--- src/rtl/crp_pkg.sv ---
package crp_pkg;

    // Width of the error hold counter; HOLD_CYC must fit in it.
    typedef logic [3:0] hold_t;

    typedef struct packed {
        logic  err_n;
        hold_t cnt;
    } flag_t;

    // A failing slot reloads the full span; otherwise count down to zero.
    function automatic hold_t hold_next(input logic hit, input hold_t cur, input hold_t span);
        hold_t nxt;
        if (hit) begin
            nxt = span;
        end else if (cur != hold_t'(0)) begin
            nxt = cur - hold_t'(1);
        end else begin
            nxt = hold_t'(0);
        end
        return nxt;
    endfunction

endpackage

--- src/rtl/crp_slot_pipe.sv ---
module crp_slot_pipe #(
    parameter int DATA_W = 22,
    parameter int CTRL_W = 2,
    parameter int STAGES = 2
) (
    input  logic              clk,
    input  logic              rst_n,
    input  logic [DATA_W-1:0] din,
    input  logic [CTRL_W-1:0] ctl_in,
    input  logic              cs_a_n,
    input  logic              cs_b_n,
    output logic              tail_vld,
    output logic              tail_frz,
    output logic [DATA_W-1:0] tail_data,
    output logic [CTRL_W-1:0] tail_ctl,
    output logic [1:0]        tail_cs
);

    typedef struct packed {
        logic              vld;
        logic              frz;
        logic [1:0]        cs_n;
        logic [CTRL_W-1:0] ctl;
        logic [DATA_W-1:0] data;
    } slot_t;

    slot_t [STAGES-1:0] stg_d;
    slot_t [STAGES-1:0] stg_q;

    always_comb begin
        stg_d[0].vld  = 1'b1;
        stg_d[0].frz  = cs_a_n & cs_b_n;
        stg_d[0].cs_n = {cs_b_n, cs_a_n};
        stg_d[0].ctl  = ctl_in;
        stg_d[0].data = din;
        for (int i = 1; i < STAGES; i++) begin
            stg_d[i] = stg_q[i-1];
        end
    end

    always_ff @(posedge clk or negedge rst_n) begin
        if (!rst_n) begin
            stg_q <= '0;
        end else begin
            stg_q <= stg_d;
        end
    end

    assign tail_vld  = stg_q[STAGES-1].vld;
    assign tail_frz  = stg_q[STAGES-1].frz;
    assign tail_data = stg_q[STAGES-1].data;
    assign tail_ctl  = stg_q[STAGES-1].ctl;
    assign tail_cs   = stg_q[STAGES-1].cs_n;

endmodule

--- src/rtl/crp_par_check.sv ---
module crp_par_check #(
    parameter int DATA_W = 22
) (
    input  logic              clk,
    input  logic              rst_n,
    input  logic              par_in,
    input  logic              tail_vld,
    input  logic [DATA_W-1:0] tail_data,
    output logic              sum,
    output logic              hit
);

    logic par_d;
    logic par_q;

    always_comb begin
        par_d = par_in;
        sum   = (^tail_data) ^ par_q;
        hit   = tail_vld & ~sum;
    end

    always_ff @(posedge clk or negedge rst_n) begin
        if (!rst_n) begin
            par_q <= 1'b0;
        end else begin
            par_q <= par_d;
        end
    end

endmodule

--- src/rtl/crp_err_hold.sv ---
module crp_err_hold
    import crp_pkg::*;
#(
    parameter int HOLD_CYC = 2
) (
    input  logic clk,
    input  logic rst_n,
    input  logic hit,
    output logic err_n
);

    localparam hold_t SPAN = hold_t'(HOLD_CYC);

    flag_t flag_d;
    flag_t flag_q;

    always_comb begin
        flag_d.cnt   = hold_next(hit, flag_q.cnt, SPAN);
        flag_d.err_n = (flag_d.cnt == hold_t'(0));
    end

    always_ff @(posedge clk or negedge rst_n) begin
        if (!rst_n) begin
            flag_q.err_n <= 1'b1;
            flag_q.cnt   <= hold_t'(0);
        end else begin
            flag_q <= flag_d;
        end
    end

    assign err_n = flag_q.err_n;

endmodule

--- src/rtl/cmd_reg_par.sv ---
module cmd_reg_par #(
    parameter int DATA_W   = 22,
    parameter int CTRL_W   = 2,
    parameter int PAR_DLY  = 1,
    parameter int HOLD_CYC = 2
) (
    input  logic              clk,
    input  logic              rst_n,
    input  logic [DATA_W-1:0] din,
    input  logic [CTRL_W-1:0] ctl_in,
    input  logic              cs_a_n,
    input  logic              cs_b_n,
    input  logic              par_in,
    output logic [DATA_W-1:0] dout,
    output logic [CTRL_W-1:0] ctl_out,
    output logic              cs_a_out_n,
    output logic              cs_b_out_n,
    output logic              ppo,
    output logic              err_n
);

    // Data waits PAR_DLY stages, plus one stage aligned with the parity sample.
    localparam int STAGES = PAR_DLY + 1;

    logic              tail_vld;
    logic              tail_frz;
    logic [DATA_W-1:0] tail_data;
    logic [CTRL_W-1:0] tail_ctl;
    logic [1:0]        tail_cs;
    logic              sum;
    logic              hit;

    crp_slot_pipe #(
        .DATA_W (DATA_W),
        .CTRL_W (CTRL_W),
        .STAGES (STAGES)
    ) u_pipe (
        .clk       (clk),
        .rst_n     (rst_n),
        .din       (din),
        .ctl_in    (ctl_in),
        .cs_a_n    (cs_a_n),
        .cs_b_n    (cs_b_n),
        .tail_vld  (tail_vld),
        .tail_frz  (tail_frz),
        .tail_data (tail_data),
        .tail_ctl  (tail_ctl),
        .tail_cs   (tail_cs)
    );

    crp_par_check #(
        .DATA_W (DATA_W)
    ) u_par (
        .clk       (clk),
        .rst_n     (rst_n),
        .par_in    (par_in),
        .tail_vld  (tail_vld),
        .tail_data (tail_data),
        .sum       (sum),
        .hit       (hit)
    );

    crp_err_hold #(
        .HOLD_CYC (HOLD_CYC)
    ) u_hold (
        .clk   (clk),
        .rst_n (rst_n),
        .hit   (hit),
        .err_n (err_n)
    );

    typedef struct packed {
        logic [DATA_W-1:0] data;
        logic [CTRL_W-1:0] ctl;
        logic [1:0]        cs_n;
        logic              ppo;
    } out_t;

    out_t out_d;
    out_t out_q;

    always_comb begin
        out_d = out_q;
        if (tail_vld) begin
            out_d.ctl  = tail_ctl;
            out_d.cs_n = tail_cs;
            if (!tail_frz) begin
                out_d.data = tail_data;
                out_d.ppo  = sum;
            end
        end
    end

    always_ff @(posedge clk or negedge rst_n) begin
        if (!rst_n) begin
            out_q <= '0;
        end else begin
            out_q <= out_d;
        end
    end

    assign dout       = out_q.data;
    assign ctl_out    = out_q.ctl;
    assign cs_a_out_n = out_q.cs_n[0];
    assign cs_b_out_n = out_q.cs_n[1];
    assign ppo        = out_q.ppo;

endmodule

--- config.mk ---
export PLATFORM = sky130hd
export DESIGN_NAME = cmd_reg_par
export DESIGN_NICKNAME = d
export VERILOG_FILES = /design/src/rtl/crp_pkg.sv /design/src/rtl/crp_slot_pipe.sv /design/src/rtl/crp_par_check.sv /design/src/rtl/crp_err_hold.sv /design/src/rtl/cmd_reg_par.sv
export SDC_FILE = /design/constraint.sdc
export NUM_CORES = 1
export LEC_CHECK = 0
export ABC_AREA = 1
export BUFFER_PORTS_ARGS = -buffer_cell sky130_fd_sc_hd__buf_2
export CAP_MARGIN = 30
export CORE_MARGIN = 1
export CORE_UTILIZATION = 57
export CTS_BUF_LIST = sky130_fd_sc_hd__clkbuf_4
export DETAILED_ROUTE_END_ITERATION = 10
export PLACE_DENSITY = 0.89
export RECOVER_POWER = 100
export SLEW_MARGIN = 5
export SYNTH_ARGS = -nofsm -noshare
export SYNTH_HDL_FRONTEND = slang
export SYNTH_HIERARCHICAL = 1
export SYNTH_SLANG_ARGS = --single-unit
--- constraint.sdc ---
create_clock -name clk -period 1.77 [get_ports clk]
set_clock_uncertainty 0.05 [all_clocks]
set_input_delay 0.0885 -clock clk [delete_from_list [all_inputs] [get_ports clk]]
set_output_delay 0.0885 -clock clk [all_outputs]
set_load 0.02 [all_outputs]
==> impl_metrics.toml, run 1 <==
[sta]
setup_viol = 1
whs_ps = 220
hold_violations = 0
worstMarginPinSlew_ps = 819
max-slew-margin-rel_pct = 45.4
fin_crit_sh_pct = 105
setup_ws_ps = -90.1
clock.fmax_mhz = 538
period_minus_slack_ps = 1860
rsz0062_at_grt = "true"
drv_slew = 0

[cts]
numCtsBuffers = 9
root_buffer = "clkbuf_4"
h-tree-depth = 3
clk_pin_slew_worst_paths_ps = 130
cts_tree = "done"
postCtsSetupRepairBufs = 0
cts_sinks = 89
clockBufferDepth = 2
worstSkewPairLatency_ps = 430

[route]
drc = 0
route.vias.total = 2468
drtIter0Drc = 106
viasPerCell = 4.86
drt-pass1-iter-count = 5
wirelength_mm = 6.40
drtAntennaViolNets = 0
wl_per_cell_um = 12.6

[run]
drv_cap = 0

[placed_design]
dp_hpwl_mm = 3.99
dp.cells = 464
place_area_um2 = 3670
place.gp.congestion = 0.866
dp_slack_ps = -44.2
port_buffers = 56

[run_status]
violations = "negative setup slack"
outcome = "complete, but fails checks"

[worst_setup_path]
crit_type = "flop to flop"
critPathSlowestCell = "dfrtp_1"
cp_cell_sequence = "nand2_2, inv_2, nor2_4, nand2_2, nand3_1, nand3_2, nand2_2, nand3_1, nand2_2, nor2_4, inv_2, nand2_2, a21oi_2, nand3_1, nor2_2"
cp_max_fo = 4
ff2ff_setup_slack_ps = -90
worst_r2r_endpoint = "u_hold/err_n"
cp-end-kind = "flop"
cpPeakStageDelay_ps = 450
path_common_cell = "nand2_2"
arrival_ps = 2180
start_kind = "flop"
reg2reg_from = "u_pipe/tail_data[17]"
worstRegToRegCells = 15
required_ps = 2090

[synthesis]
ys_warn_count = 6
synth_nets = 367
syn_area_um2 = 3310
syn_avg_cell_area_um2 = 9.80
syn_inst = 338
yosys.area.top_type_share_pct = 66.5
ys_types = 18
synth_top_area_cell = "dfrtp_1"
ys_seq_area_share_pct = 67.3
synth-seq-cells = 89
synth_area_leaders = "dfrtp_1, nand2_1, nand3_1, inv_1, nand2_2"

[grt]
gr-usage-met1_pct = 23.7
grt_max_degree = 36
grt_pass1_vias = 2440
antenna_found_initial = 0
grt_overflow = 0
top_usage_layer = "met2"
grt_pass1_wl_mm = 10.3
use_met3_pct = 5.47
gr-usage-met2_pct = 42.2
track_usage_pct = 23.0

[final_layout]
syn2layout_area_growth_pct = 22.8
final_layout_size_suffix_gt1_share_pct = 18.3
diodes = 0
final_cells = 508
fill_cells = 426
design_area_um2 = 4070
final_net_count = 460

[pwr]
ir_drop_uv = 778
finalPower_mw = 4.17
p_leak_nw = 2.18
p_per_area_nw_per_um2 = 1030

[floorplanning]
ios = 57
start_util_pct = 59.8
fp-row-count = 27
dieWidth_um = 78.2
die_y_um = 78.2
core_um2 = 5540
dieArea_um2 = 6120

[worst_hold_path]
hold_class = "primary input to asynchronous set/reset pin"
stage by stage:
| step | TNS [ps] | util, % |
|---|---|---|
| after floorplan | 0 | - |
| after global placement | 0 | 66.2 |
| after detailed placement | -44.2 | 66.2 |
| after CTS | -31.6 | 73.8 |
| after global routing | -620 | 73.5 |
| final | -90.1 | 73.5 |
registers in the layout (all words and copies together), names as in the netlist:
name and count:
ppo 1, u_pipe/tail_ctl 2, cs_b_out_n 1, u_hold/err_n 1, cs_a_out_n 1, u_hold/flag_q 4
u_pipe/tail_frz 1, dout 22, u_par/par_q 1, u_pipe/tail_cs 2, ctl_out 2, u_pipe/tail_data 22
u_pipe/tail_vld 1, u_pipe/stg_d 28
cell usage after synthesis (all sizes together):
cell type	number
a21oi	2
buf	7
conb	1
dfrtp	88
dfstp	1
inv	38
nand2	150
nand3	34
nor2	10
o21ai	5
xnor2	1
xor2	1
routing by layer:
layer / up-vias / share of wire, %
met3: 16 / 4.7
li1: 1215 / -
met2: 71 / 54
met1: 1166 / 39
met5: - / 0
met4: 0 / 2.4
critical path: cells and delay by family, from the launching register on:
family | cells | cell delay (ps)
flops | 1 | 450
simple gates | 12 | 1090
compound gates | 1 | 120
buf+inv | 2 | 110
how the worst max path moves through the flow:
stage | start | to | slack, ps | cells past startpoint
2_1_floorplan | u_pipe/tail_data[16] | u_hold/err_n | 190 | 17
4_1_cts | u_pipe/tail_data[16] | u_hold/err_n | -30 | 17
5_1_grt | u_pipe/tail_data[17] | u_hold/err_n | -250 | 17
6_report | u_pipe/tail_data[17] | u_hold/err_n | -90 | 15
3_5_place_dp | u_pipe/tail_data[16] | u_hold/err_n | -40 | 17
3_3_place_gp | u_pipe/tail_data[16] | u_hold/err_n | 70 | 17
placed cells by master, fill, tap and decap left out, drive strengths merged:
master	Yosys	final
o21ai	5	5
clkbuf	0	43
inv	38	38
dlygate4sd3	0	28
clkinv	0	4
buf	7	28
dfstp	1	1
conb	1	1
a21oi	2	2
xnor2	1	1
nand2	150	150
clkinvlp	0	1
dfrtp	88	88
xor2	1	1
nand3	34	34
bufinv	0	1
nor2	10	10
power breakdown:
group          switching [mW]  internal [mW]  leakage [nW]
Sequential              0.118           2.22          1.06
Clock                   0.641          0.438        0.0715
Combinational           0.498          0.260          1.05
layout make-up:
class | count | area (um^2) | area share (%)
clock buffers | 10 | 75.1 | 1.84
clock inverters | 6 | 58.8 | 1.44
inverters | 38 | 143 | 3.50
multi-input cells | 204 | 917 | 22.5
flip-flops and latches | 89 | 2230 | 54.7
well taps | 72 | 90.1 | 2.21
repair buffers | 89 | 558 | 13.7
kinds of logic after synthesis:
kind of cell | Yosys count | synth area share, %
and+or+nand+nor | 194 | 24.6
DFF | 89 | 67.3
buffers and inverters | 45 | 6.31
AOI/OAI and AO/OA | 7 | 1.17
xor gates and xnor gates | 2 | 0.529
other | 1 | 0.113
what timing repair did:
action | in CTS | in global routing
endpoints found under the hold margin | 116 | 0
setup endpoints to repair | 2 | 5
hold buffers | 28 | 0
resized for setup | 3 | 13
pin swaps | 0 | 11
(Power assumes the default switching activity.)
==> run 2: changes to the inputs <==
Settings changed: MAX_ROUTING_LAYER from default to met4.
==> run 2 against run 1 <==
Net effect:
- the run still ends with negative setup slack left
- register-to-register slack about the same
- sequential share of layout area unchanged
- combinational power about the same
- core utilization unchanged
- first-iteration DRC count increased by 9.4%
- clock power about the same
- critical path type unchanged
- critical endpoint unchanged
==> impl_metrics.toml, run 2 (synthesized netlist as in run 1, its figures left out) <==
[grt]
grt_pass1_wl_mm = 10.3
antenna_found_initial = 0
gr-usage-met1_pct = 24.0
grt_overflow = 0
grt_pass1_vias = 2444
top_usage_layer = "met2"
use_met3_pct = 5.93
gr-usage-met2_pct = 42.2
track_usage_pct = 23.8
grt_max_degree = 36

[cts]
h-tree-depth = 3
cts_sinks = 89
clockBufferDepth = 2
cts_tree = "done"
clk_pin_slew_worst_paths_ps = 130
numCtsBuffers = 9
root_buffer = "clkbuf_4"
postCtsSetupRepairBufs = 0
worstSkewPairLatency_ps = 440

[final_layout]
fin_util_pct = 73.5
syn2layout_area_growth_pct = 22.8
most-common-layout-cells = "nand2_1, dfrtp_1, inv_1"
design_area_um2 = 4070
largest_register_ffs = 28
final_net_count = 460
diodes = 0
final_cells = 508
final_layout_size_suffix_gt1_share_pct = 18.3
final_common_cell = "nand2_1"
fill_cells = 426

[pwr]
pwr-share-clk_pct = 25.9
p_seq_share_pct = 55.9
p_leak_nw = 2.18
comb_power_share_pct = 18.1
netSwitchingPower_mw = 1.26
sw_frac_of_total_pct = 30.1
p_per_area_nw_per_um2 = 1030
ir_drop_uv = 780
intPower_mw = 2.92

[floorplanning]
core_um2 = 5540
dieWidth_um = 78.2
ios = 57
fp-row-count = 27
dieArea_um2 = 6120
start_util_pct = 59.8
die_y_um = 78.2

[worst_setup_path]
critPathSlowestCell = "dfrtp_1"
arrival_ps = 2190
cp_num_buf_inv = 2
worstRegToRegCells = 15
path_common_cell = "nand2_2"
crit_type = "flop to flop"
cp_max_fo = 4
start_kind = "flop"
cp_cell_sequence = "nand2_2, inv_2, nor2_4, nand2_2, nand3_1, nand3_2, nand2_2, nand3_1, nand2_2, nor2_4, inv_2, nand2_2, a21oi_2, nand3_1, nor2_2"
cpPeakStageDelay_ps = 450
ff2ff_setup_slack_ps = -100
reg2reg_from = "u_pipe/tail_data[17]"
worst-path-stages = 15
required_ps = 2100
worst_r2r_endpoint = "u_hold/err_n"
cp-end-kind = "flop"
critical-path-top-delay-family = "simple AND/OR/NAND/NOR gates"

[sta]
max-slew-margin-rel_pct = 46.2
setup_viol = 1
drv_slew = 0
period_minus_slack_ps = 1870
fin_crit_sh_pct = 105
setup_tns_ps = -96.9
setup_ws_ps = -96.9
hold_violations = 0
rsz0062_at_grt = "true"
clock.fmax_mhz = 536
worstMarginPinSlew_ps = 807

[route]
drtAntennaViolNets = 0
drtIter0Drc = 116
drt-pass1-iter-count = 4
wirelength_mm = 6.33
drc = 0
wl_per_cell_um = 12.5
viasPerCell = 4.83
route.vias.total = 2454

[worst_hold_path]
hold_class = "primary input to asynchronous set/reset pin"

[run_status]
outcome = "complete, but fails checks"
violations = "negative setup slack"

[placed_design]
dp_hpwl_mm = 3.99
place_area_um2 = 3670
place.gp.congestion = 0.880
port_buffers = 56
dp.cells = 464

[run]
drv_cap = 0
run 2: cell counts in the layout (fill, tap and decap cells not counted):
Identical to the previous run, type by type.
run 2: metal layers:
metal | vias up | part of all wire [%] | routed length, um
met1 | 1167 | 40 | 2530
li1 | 1216 | - | -
met2 | 55 | 54 | 3400
met3 | 16 | 3.6 | 228
met4 | 0 | 2.7 | 173
met5 | - | 0 | 0
run 2: repair_timing:
action	in CTS	in global routing
cloned	0	0
endpoints found under the hold margin	116	0
resized for setup	3	13
hold buffers	28	0
pin swaps	0	11
setup endpoints to repair	2	5
run 2: worst max path at each step:
stage                               from            to  slack (ps)
floorplan           u_pipe/tail_data[16]  u_hold/err_n         190
global placement    u_pipe/tail_data[16]  u_hold/err_n          70
detailed placement  u_pipe/tail_data[16]  u_hold/err_n         -40
CTS                 u_pipe/tail_data[16]  u_hold/err_n         -30
global route        u_pipe/tail_data[17]  u_hold/err_n        -250
finish              u_pipe/tail_data[17]  u_hold/err_n        -100
run 2: per-stage QoR:
| stage | hold WS (ps) | worst slack (ps) | power [mW] |
|---|---|---|---|
| after CTS | 68.9 | -31.6 | 4.18 |
| after global placement | 6.91 | 74.8 | 3.01 |
| after global routing | 206 | -248 | 4.38 |
| after floorplan | -257 | 185 | 2.81 |
| after detailed placement | 15.5 | -44.2 | 3.06 |
| final | 207 | -96.9 | 4.17 |
run 2: area by class of cell:
type / instances / area (um^2) / share of cell area [%]
sequential: 89 / 2230 / 54.7
inverter: 38 / 143 / 3.50
timing repair buffer: 89 / 558 / 13.7
tap: 72 / 90.1 / 2.21
multi-input combinational: 204 / 917 / 22.5
clock inverter: 6 / 58.8 / 1.44
clock buffer: 10 / 75.1 / 1.84
run 2: power groups by stage:
stage / logic (mW) / registers (mW) / clock network (mW)
finish: 0.756 / 2.34 / 1.08
global route: 0.844 / 2.36 / 1.18
CTS: 0.753 / 2.33 / 1.10
detailed placement: 0.693 / 2.37 / 0
global placement: 0.652 / 2.36 / 0
floorplan: 0.350 / 2.46 / 0
